`src/rtl/prb_pkg.sv`:
```
package prb_pkg;
  typedef enum logic [1:0] {
    ST_IDLE   = 2'd0,
    ST_ACTIVE = 2'd1,
    ST_DRAIN  = 2'd2
  } prb_state_e;
endpackage

```
`src/rtl/prb_resp_buf.sv`:
```
module prb_resp_buf #(
  parameter int DATA_W = 32,
  parameter int DEPTH  = 8
) (
  input  logic              clk,
  input  logic              rst,
  input  logic              flush,
  input  logic              push,
  input  logic [DATA_W-1:0] push_data,
  input  logic              pop,
  output logic [DATA_W-1:0] rd_data,
  output logic [$clog2(DEPTH+1)-1:0] count
);
  localparam int AW = $clog2(DEPTH);
  localparam int CW = $clog2(DEPTH+1);

  logic [DATA_W-1:0] mem [DEPTH];
  logic [AW-1:0]     wr_ptr, rd_ptr;

  function automatic logic [AW-1:0] step(input logic [AW-1:0] p);
    return (p == AW'(DEPTH-1)) ? '0 : p + 1'b1;
  endfunction

  // storage without reset so it maps onto block RAM
  always_ff @(posedge clk) begin
    if (push) mem[wr_ptr] <= push_data;
  end

  // registered read port
  always_ff @(posedge clk) begin
    if (pop) rd_data <= mem[rd_ptr];
  end

  always_ff @(posedge clk) begin
    if (rst || flush) begin
      wr_ptr <= '0;
      rd_ptr <= '0;
      count  <= '0;
    end else begin
      if (push) wr_ptr <= step(wr_ptr);
      if (pop)  rd_ptr <= step(rd_ptr);
      case ({push, pop})
        2'b10:   count <= count + 1'b1;
        2'b01:   count <= count - 1'b1;
        default: count <= count;
      endcase
    end
  end

  AST_BUF_NO_OVERFLOW: assert property (@(posedge clk) disable iff (rst)
    (push && !flush) |-> (count < CW'(DEPTH) || pop));
  AST_BUF_NO_UNDERFLOW: assert property (@(posedge clk) disable iff (rst)
    pop |-> (count != '0));
endmodule

```
`src/rtl/prb_outstanding.sv`:
```
module prb_outstanding #(
  parameter int DEPTH = 8
) (
  input  logic                       clk,
  input  logic                       rst,
  input  logic                       inc_req,
  input  logic                       ret,
  input  logic                       drain_only,
  input  logic [$clog2(DEPTH+1)-1:0] buffered,
  output logic [$clog2(DEPTH+1)-1:0] outst,
  output logic [$clog2(DEPTH+1)-1:0] outst_nxt,
  output logic                       ret_taken
);
  localparam int CW = $clog2(DEPTH+1);
  localparam logic [CW:0] LIMIT = (CW+1)'(DEPTH);

  logic inc_taken;
  logic [CW:0] occupied;

  always_comb begin
    occupied  = {1'b0, outst} + {1'b0, buffered};
    inc_taken = inc_req && !drain_only && (occupied < LIMIT);
    ret_taken = ret && (outst != '0);
    outst_nxt = outst;
    if (inc_taken && !ret_taken) outst_nxt = outst + 1'b1;
    if (!inc_taken && ret_taken) outst_nxt = outst - 1'b1;
  end

  always_ff @(posedge clk) begin
    if (rst) outst <= '0;
    else     outst <= outst_nxt;
  end

  AST_OUT_BOUND: assert property (@(posedge clk) disable iff (rst)
    ({1'b0, outst} + {1'b0, buffered}) <= LIMIT);
  AST_OUT_NO_WRAP: assert property (@(posedge clk) disable iff (rst)
    (outst == '0 && !inc_req) |=> (outst == '0));
endmodule

```
`src/rtl/prb_idle_timer.sv`:
```
module prb_idle_timer #(
  parameter int WAIT_LIMIT = 8
) (
  input  logic clk,
  input  logic rst,
  input  logic clear,
  input  logic tick,
  output logic expired
);
  localparam int TW = $clog2(WAIT_LIMIT+1);
  logic [TW-1:0] cnt;

  assign expired = (cnt == TW'(WAIT_LIMIT));

  always_ff @(posedge clk) begin
    if (rst || clear)         cnt <= '0;
    else if (tick && !expired) cnt <= cnt + 1'b1;
  end

  AST_TIMER_SAT: assert property (@(posedge clk) disable iff (rst)
    cnt <= TW'(WAIT_LIMIT));
  AST_TIMER_NO_TICK_AT_LIMIT: assert property (@(posedge clk) disable iff (rst)
    expired |-> !tick);
endmodule

```
`src/rtl/prb_term_ctrl.sv`:
```
module prb_term_ctrl
  import prb_pkg::*;
#(
  parameter int DATA_W     = 32,
  parameter int DEPTH      = 8,
  parameter int WAIT_LIMIT = 8
) (
  input  logic              clk,
  input  logic              rst,
  input  logic              burst_start,
  input  logic              burst_cross,
  input  logic              burst_wrap,
  input  logic              ini_done,
  input  logic              req_issue,
  input  logic              rsp_valid,
  input  logic [DATA_W-1:0] rsp_data,
  output logic              rd_valid,
  output logic [DATA_W-1:0] rd_data,
  output logic              rd_wait,
  output logic              rd_disc,
  output logic              buf_free,
  output logic              drain_busy
);
  localparam int CW = $clog2(DEPTH+1);
  localparam int RW = $clog2(WAIT_LIMIT+2);

  prb_state_e state, state_nxt;
  logic       single_q;
  logic       start, leave, pop, push;
  logic       valid_d, wait_d, disc_d;
  logic       tmr_expired, ret_taken;
  logic [CW-1:0] buf_count, outst, outst_nxt;

  assign start = (state == ST_IDLE) && burst_start;

  prb_resp_buf #(.DATA_W(DATA_W), .DEPTH(DEPTH)) u_buf (
    .clk(clk), .rst(rst), .flush(leave), .push(push), .push_data(rsp_data),
    .pop(pop), .rd_data(rd_data), .count(buf_count)
  );

  prb_outstanding #(.DEPTH(DEPTH)) u_outst (
    .clk(clk), .rst(rst), .inc_req(req_issue && ((state == ST_ACTIVE) || start)),
    .ret(rsp_valid), .drain_only(state == ST_DRAIN), .buffered(buf_count),
    .outst(outst), .outst_nxt(outst_nxt), .ret_taken(ret_taken)
  );

  prb_idle_timer #(.WAIT_LIMIT(WAIT_LIMIT)) u_timer (
    .clk(clk), .rst(rst), .clear(start || pop), .tick(wait_d), .expired(tmr_expired)
  );

  // per-cycle decision toward the initiator
  always_comb begin
    valid_d = 1'b0;
    wait_d  = 1'b0;
    disc_d  = 1'b0;
    leave   = 1'b0;
    pop     = 1'b0;
    if (state == ST_ACTIVE) begin
      if (ini_done) begin
        leave = 1'b1;
      end else if (buf_count != '0) begin
        pop     = 1'b1;
        valid_d = 1'b1;
        if (single_q) begin
          disc_d = 1'b1;
          leave  = 1'b1;
        end
      end else if (outst == '0) begin
        disc_d = 1'b1;
        leave  = 1'b1;
      end else if (!tmr_expired) begin
        wait_d = 1'b1;
      end else begin
        disc_d = 1'b1;
        leave  = 1'b1;
      end
    end
    push = ret_taken && (state == ST_ACTIVE) && !leave;
  end

  always_comb begin
    state_nxt = state;
    case (state)
      ST_IDLE:   if (burst_start) state_nxt = ST_ACTIVE;
      ST_ACTIVE: if (leave) state_nxt = (outst_nxt == '0) ? ST_IDLE : ST_DRAIN;
      ST_DRAIN:  if (outst_nxt == '0) state_nxt = ST_IDLE;
      default:   state_nxt = ST_IDLE;
    endcase
  end

  always_ff @(posedge clk) begin
    if (rst) begin
      state      <= ST_IDLE;
      single_q   <= 1'b0;
      rd_valid   <= 1'b0;
      rd_wait    <= 1'b0;
      rd_disc    <= 1'b0;
      buf_free   <= 1'b1;
      drain_busy <= 1'b0;
    end else begin
      state      <= state_nxt;
      if (start) single_q <= burst_cross || burst_wrap;
      rd_valid   <= valid_d;
      rd_wait    <= wait_d;
      rd_disc    <= disc_d;
      buf_free   <= (state_nxt == ST_IDLE);
      drain_busy <= (state_nxt == ST_DRAIN);
    end
  end

  // monitors fed from the ports, kept apart from the decision logic
  logic [RW-1:0] wait_run;
  logic          mon_single;
  always_ff @(posedge clk) begin
    if (rst) begin
      wait_run   <= '0;
      mon_single <= 1'b0;
    end else begin
      wait_run <= rd_wait ? wait_run + 1'b1 : '0;
      if (buf_free && burst_start) mon_single <= burst_cross || burst_wrap;
    end
  end

  AST_WAIT_ALONE: assert property (@(posedge clk) disable iff (rst)
    rd_wait |-> (!rd_valid && !rd_disc));
  AST_WAIT_BOUND: assert property (@(posedge clk) disable iff (rst)
    rd_wait |-> (wait_run < RW'(WAIT_LIMIT)));
  AST_FREE_NOT_BUSY: assert property (@(posedge clk) disable iff (rst)
    !(buf_free && drain_busy));
  AST_DRAIN_NO_DATA: assert property (@(posedge clk) disable iff (rst)
    (drain_busy && $past(drain_busy)) |-> !rd_valid);
  AST_SINGLE_PHASE: assert property (@(posedge clk) disable iff (rst)
    (rd_valid && mon_single) |-> rd_disc);
  AST_DISC_PULSE: assert property (@(posedge clk) disable iff (rst)
    rd_disc |=> !rd_disc);
  AST_DRAIN_IGNORES_START: assert property (@(posedge clk) disable iff (rst)
    (drain_busy && burst_start) |=> !rd_valid && !rd_wait);
endmodule

```
`config.mk`:
```
export PLATFORM = sky130hd
export DESIGN_NAME = prb_term_ctrl
export DESIGN_NICKNAME = d
export VERILOG_FILES = /design/src/rtl/prb_pkg.sv /design/src/rtl/prb_resp_buf.sv /design/src/rtl/prb_outstanding.sv /design/src/rtl/prb_idle_timer.sv /design/src/rtl/prb_term_ctrl.sv
export SDC_FILE = /design/constraint.sdc
export NUM_CORES = 1
export LEC_CHECK = 0
export ABC_AREA = 1
export BUFFER_PORTS_ARGS = -buffer_cell sky130_fd_sc_hd__buf_2
export CORE_MARGIN = 10
export CORE_UTILIZATION = 54
export DETAILED_ROUTE_END_ITERATION = 16
export HOLD_SLACK_MARGIN = 0.12
export PLACE_DENSITY = 0.83
export SLEW_MARGIN = 20
export SYNTH_ARGS = -nofsm -noshare
export SYNTH_HDL_FRONTEND = slang
export SYNTH_SLANG_ARGS = --single-unit
```
`constraint.sdc`:
```
create_clock -name clk -period 4.6 [get_ports clk]
set_input_delay 0.23 -clock clk [delete_from_list [all_inputs] [get_ports clk]]
set_output_delay 0.23 -clock clk [all_outputs]
set_load 0.1 [all_outputs]
```
Yosys cells after proc, flatten, opt, wreduce, memory -nomap -nowiden
Memories as Yosys holds them, arrays and structs flattened. A register that Yosys moved wholly into a read port is not among the register bits.
Index checks and enable logic that the tools add are counted.
Widths: inputs -> output; s select.

cells by class
  reduce and logical (&&, ||, !) cells = 28
  muxes and demuxes = 26
  add/sub/neg operators = 8
  bitwise logic cells = 1
  order comparisons = 1
  eq/ne operators = 8

operator list
  cell                 count
  $mux 1               16
  $add 4x1->4 const B  3
  $logic_and 1x1->1    10
  $logic_not 4->1      2
  $mux 2               4
  $mux 4               2
  $pmux 4 s2           1
  $reduce_bool 4->1    2
  $sub 4x1->4 const B  2
  $add 3x1->3 const B  2
  $eq 2x2->1 const B   3
  $eq 3x3->1 const B   2
  $mux 3               2
  $pmux 2 s3           1
  $add 4x4->5          1
  $logic_not 1->1      5
  $logic_or 1x1->1     5
  $lt 5x4->1 const B   1
  $eq 2x1->1 const B   2
  $eq 4x4->1 const B   1
  $logic_not 2->1      2
  $reduce_or 3->1      1
  $reduce_bool 2->1    1
  $not 1->1            1

storage, ports and cells
  word-level logic and storage cells = 85
  memories = 1
  output and inout port bits = 37
  bits in writable memories = 256
  register bits after elaboration = 26

memories
  name       depth  bits a word  read ports  clocked after memory_dff  write ports  RTL line            source
  u_buf.mem  8      32           1           1                         1            prb_resp_buf.sv:17  logic [DATA_W-1:0] mem [DEPTH];

Logic depth before layout (Yosys ltp)
  word-level depth = 14
  mapped depth = 15
  gate-level depth less buffers = 14

By module
A second synthesis with hierarchy kept.

second synthesis, totals
  cells, all modules = 987
  area total of the unflattened synthesis = 12809.8 µm²

by module, submodules not included
  module           instances  cells each  area an instance (µm²)
  prb_resp_buf     1          835         11678.7
  prb_outstanding  1          63          491.7
  prb_term_ctrl    1          56          415.4
  prb_idle_timer   1          33          224.0

Least setup slack after synthesis
No wires, ideal clock.

  path kind = reg-to-reg
  start point = reg u_outst.outst[0]
  end point = mem u_buf.mem[2][0], enable pin
  path buffers = 1
  path slack = -263 ps
  stages on the path, launching flop included = 9
  data required time = 4099 ps
  setup time = 501 ps
  period minus slack after synthesis = 4863 ps
  arrival time = 4361 ps
  path through = dfxtp_1 > inv_1 > ha_1 > nand2_4 > nand2_2 > o21ai_2 > nand3_2 > buf_6 > nor4_1

on the way
  cells in the longest elaborated chain, start to end = 9
  elaborated cells between the ends (all ways) = 12
  classes of those cells = 6 x mux; 6 x reduce/logical

RTL lines
  what                            RTL line               source
  start: declaration              prb_outstanding.sv:10  output logic [$clog2(DEPTH+1)-1:0] outst,
  start signal: assignment        prb_outstanding.sv:31  else outst <= outst_nxt;
  $logic_not 4->1                 prb_term_ctrl.sv:68    end else if (outst == '0) begin
  $mux 1                          prb_term_ctrl.sv:68
  $mux 1                          prb_term_ctrl.sv:61    end else if (buf_count != '0) begin
  $mux 1                          prb_term_ctrl.sv:59    if (ini_done) begin
  $mux 1                          prb_term_ctrl.sv:58    if (state == ST_ACTIVE) begin
  $logic_not 1->1                 prb_term_ctrl.sv:78    push = ret_taken && (state == ST_ACTIVE) && !leave;
  $logic_and 1x1->1 *             prb_term_ctrl.sv:78
  $mux 1 *                        prb_resp_buf.sv:26     if (push) mem[wr_ptr] <= push_data;
  $mux 1 (not written as such) *  prb_resp_buf.sv:26
  end: declaration                prb_resp_buf.sv:17

Every way passes the cells marked *; elsewhere a longest branch is shown, timed or not.

Worst setup path after layout
  start point = reg u_outst.outst[0]
  end point = reg u_buf.count[3]

on the way
  cells in the longest elaborated chain, start to end = 9
  elaborated cells between the ends (all ways) = 15
  classes of those cells = 2 x eq/ne; 5 x mux; 8 x reduce/logical

RTL lines
  what                                                    RTL line             source
  $logic_not 4->1                                         prb_term_ctrl.sv:68
  $mux 1                                                  prb_term_ctrl.sv:68
  $mux 1                                                  prb_term_ctrl.sv:61
  $mux 1                                                  prb_term_ctrl.sv:59
  $mux 1                                                  prb_term_ctrl.sv:58
  $logic_not 1->1                                         prb_term_ctrl.sv:78
  $logic_and 1x1->1                                       prb_term_ctrl.sv:78
  $eq 2x1->1 / $eq 2x2->1 (equally long branches)         prb_resp_buf.sv:42   case ({push, pop})
  $pmux 4 s2 / $reduce_bool 2->1 (equally long branches)  --
  end signal: assignment                                  prb_resp_buf.sv:43   2'b10: count <= count + 1'b1;
  end signal: assignment                                  prb_resp_buf.sv:44   2'b01: count <= count - 1'b1;
  end signal: assignment                                  prb_resp_buf.sv:45   default: count <= count;
  end: declaration                                        prb_resp_buf.sv:12   output logic [$clog2(DEPTH+1)-1:0] count

Parallel ways exist; a longest one is shown, timed or not.
A chain may end at the register's enable or synchronous reset.

==> impl_metrics.json <==
{
  "holdWs_ps": 148,
  "slew_viol_final": 0,
  "pre_cts_ws_ps": 1690,
  "skew_ps": 15.9,
  "seq_power_share_pct": 51.3,
  "yosysMostFrequentCell": "edfxtp_1",
  "drive_gt1_share_pct": 16.8,
  "cts-root-buf": "clkbuf_16",
  "drv_cap": 0,
  "post_cts_buffers": 0,
  "endpoint_kind": "flip-flop",
  "clkSlewWorstSetupHoldPaths_ps": 70,
  "fp-row-count": 55,
  "grt_max_degree": 107,
  "powerDensity_nw_per_um2": 433,
  "required_ps": 5100,
  "clk_path_buf_depth": 3,
  "first_pass_iters": 7,
  "comb_power_share_pct": 9.3,
  "critPathTopFamily": "adder cells",
  "area_growth_pct": 16.8,
  "crit_top_cell": "ha_1",
  "cp_max_fo": 13,
  "synthTopCellsByCount": "edfxtp_1, nor2_1, o21ai_0",
  "port_buffers": 76,
  "swShare_pct": 23.4,
  "cp-start-kind": "flip-flop",
  "status": "complete, no violations",
  "crit_chain": "inv_1 -> ha_1 -> nand2_4 -> nand2_2 -> o21ai_2 -> nand3_2 -> ha_1 -> ha_1 -> a21oi_1 -> nand2_1 -> a21oi_1 -> o21ai_0 -> a21oi_2 -> o21a_1",
  "whs_path_depth": 5,
  "cp.depth": 14,
  "ys.flop_type": "edfxtp_1",
  "die_w_um": 171,
  "hpwlAfterDp_um": 14300,
  "cts_sinks": 314,
  "min_from": "burst_start",
  "place_area_um2": 13100,
  "finalNetCount": 1128,
  "synth_area_leaders": "edfxtp_1, nor2_1, o21ai_0, dfxtp_1, a31oi_1",
  "viasPerCell": 5.74,
  "ys_async_sr_fraction_pct": 0,
  "grt_pass1_wl_um": 41700,
  "place_congestion": 0.808,
  "rsz0062_at_grt": "false",
  "setup_violations": 0,
  "p_clk_share_pct": 39.5,
  "synth-edff-count": 288,
  "fin_crit_sh_pct": 63.7,
  "antenna_found_initial": 1,
  "io_pins": 77,
  "htreeDepth": 1,
  "r2r_slack_ps": 1670,
  "power.switching_mw": 1.46,
  "p_leak_nw": 5.08,
  "regToRegEndpoint": "u_buf.count[3]",
  "start_util_pct": 54.7,
  "die_y_um": 171,
  "cts_tree": "done",
  "post_drt_wl_per_cell_um": 19.3,
  "internal-power_mw": 4.78,
  "yosys.area.top_type_share_pct": 70.1,
  "seq_area_um2": 9170,
  "cpPeakStageDelay_ps": 400,
  "crit_buf_inv": 1,
  "syn_area_um2": 12300,
  "ir_drop_v": 0.000368,
  "design.core.area_um2": 22600,
  "drt_wl_total_um": 26600,
  "via_count": 7929,
  "multi_input_area_um2": 2880,
  "min_to": "state[0]",
  "max_freq_ghz": 0.341,
  "min_path_type": "input pin to flip-flop",
  "fin_util_pct": 63.9,
  "ys_seq_area_share_pct": 74.3,
  "setup_slack_ps": 1670,
  "design_area_um2": 14400,
  "rr_worst_depth": 14,
  "grtUsageTotal_pct": 18.0,
  "postRouteAntennaNets": 0,
  "drt_iter0_markers": 875,
  "grt_overflow_total": 0,
  "fillers": 1593,
  "synth-seq-cells": 314,
  "synthesis.nets": 1014,
  "worst_ep_arrival_time_ps": 3430,
  "synth_top_area_cell": "edfxtp_1",
  "final_hold_viol_count": 0,
  "die-area_um2": 29300,
  "first_global_vias": 8026,
  "cts_inserted_buffers": 29,
  "setup.worst_path.class": "flip-flop to flip-flop",
  "ys_types": 41,
  "max_slew.worst_pin.slew_ps": 1120,
  "fin_crit_ps": 2930,
  "relSlewSlack_pct": 25.3,
  "crit_slowest_cell": "dfxtp_1",
  "synth.avg_cell_area_um2": 12.9,
  "r2r-start": "u_outst.outst[0]",
  "syn_inst": 959,
  "yosysWarnings": 0,
  "drc": 0,
  "clk_latency_ps": 550
}
routing by layer:
metal	global-route usage [%]	vias up	part of all wire, %
li1	-	3689	-
met1	22.4	3899	40
met2	31.2	302	51
met3	3.32	39	7.2
met4	5.60	0	1.6
met5	0	-	0
worst register-to-register path, stage by stage, from the launching register on:
cell	delay (ps)
dfxtp_1	400
inv_1	90
ha_1	250
nand2_4	100
nand2_2	60
o21ai_2	200
nand3_2	320
ha_1	370
ha_1	340
a21oi_1	140
nand2_1	70
a21oi_1	110
o21ai_0	140
a21oi_2	160
o21a_1	120
state kept, by name (all words and copies together) (netlist names):
register / cells
u_buf.count: 4
rd_valid: 1
u_outst.outst: 4
u_buf.mem: 256
u_buf.wr_ptr: 3
buf_free: 1
rd_disc: 1
u_timer.cnt: 4
u_buf.rd_data: 32
drain_busy: 1
u_buf.rd_ptr: 3
rd_wait: 1
state: 2
single_q: 1
power by group through the flow:
stage | clock network (mW) | registers, mW | logic, mW
2_1_floorplan | 0 | 3.33 | 0.359
3_3_place_gp | 0 | 3.26 | 0.530
3_5_place_dp | 0 | 3.26 | 0.546
4_1_cts | 2.48 | 3.20 | 0.579
5_1_grt | 2.59 | 3.21 | 0.646
6_report | 2.46 | 3.20 | 0.579
stage by stage:
| step | setup TNS (ps) | power (mW) | cells |
|---|---|---|---|
| 2_1_floorplan | -33630 | 3.69 | 959 |
| 3_3_place_gp | 0 | 3.79 | 1289 |
| 3_5_place_dp | 0 | 3.81 | 1289 |
| 4_1_cts | 0 | 6.26 | 1381 |
| 5_1_grt | 0 | 6.44 | 1382 |
| 6_report | 0 | 6.24 | 1382 |
area by class of cell:
class	instances	share of cell area (%)
inverter	31	0.816
clock inverter	23	1.72
antenna	1	0.0174
tap	285	2.47
multi-input combinational	563	19.9
sequential	314	63.6
timing repair buffer	134	6.32
clock buffer	31	5.09
kinds of logic after synthesis:
logic type	count (synthesis)	synth area share, %
fa+ha+maj	15	1.58
buf+inv	82	2.81
flops	314	74.3
simple gates	326	11.3
xor+xnor	2	0.142
mux	1	0.0811
compound gates	219	9.82
repair_timing:
action	CTS	global route
hold buffers	38	0
resized for setup	0	0
endpoints found under the hold margin	267	0
how the worst max path moves through the flow:
stage | to | startpoint | slack (ps)
after floorplan | u_buf.mem[2][0] | u_outst.outst[0] | -260
after global placement | u_buf.count[3] | u_outst.outst[0] | 1740
after detailed placement | u_buf.count[3] | u_outst.outst[0] | 1690
after CTS | u_buf.count[3] | u_outst.outst[0] | 1660
after global routing | u_buf.count[3] | u_outst.outst[0] | 1380
final | u_buf.count[3] | u_outst.outst[0] | 1670
cells in the final DEF (no fill, tap or decap), types with 3 or more instances in the layout:
cell type,instances
clkinv_1,7
o22ai_1,32
nand3_2,3
nor3_1,4
edfxtp_1,288
clkinv_2,6
buf_2,76
dlygate4sd3_1,38
nand2_1,32
nand2_4,4
a31oi_1,32
clkbuf_16,29
buf_4,20
nor2_1,243
nor3_2,5
nor4_2,4
inv_1,23
nand3_1,11
nand2_2,6
ha_1,14
inv_2,7
nor2_2,3
bufinv_16,5
a21oi_1,14
o21ai_0,132
dfxtp_1,24
(Power assumes the default switching activity.)
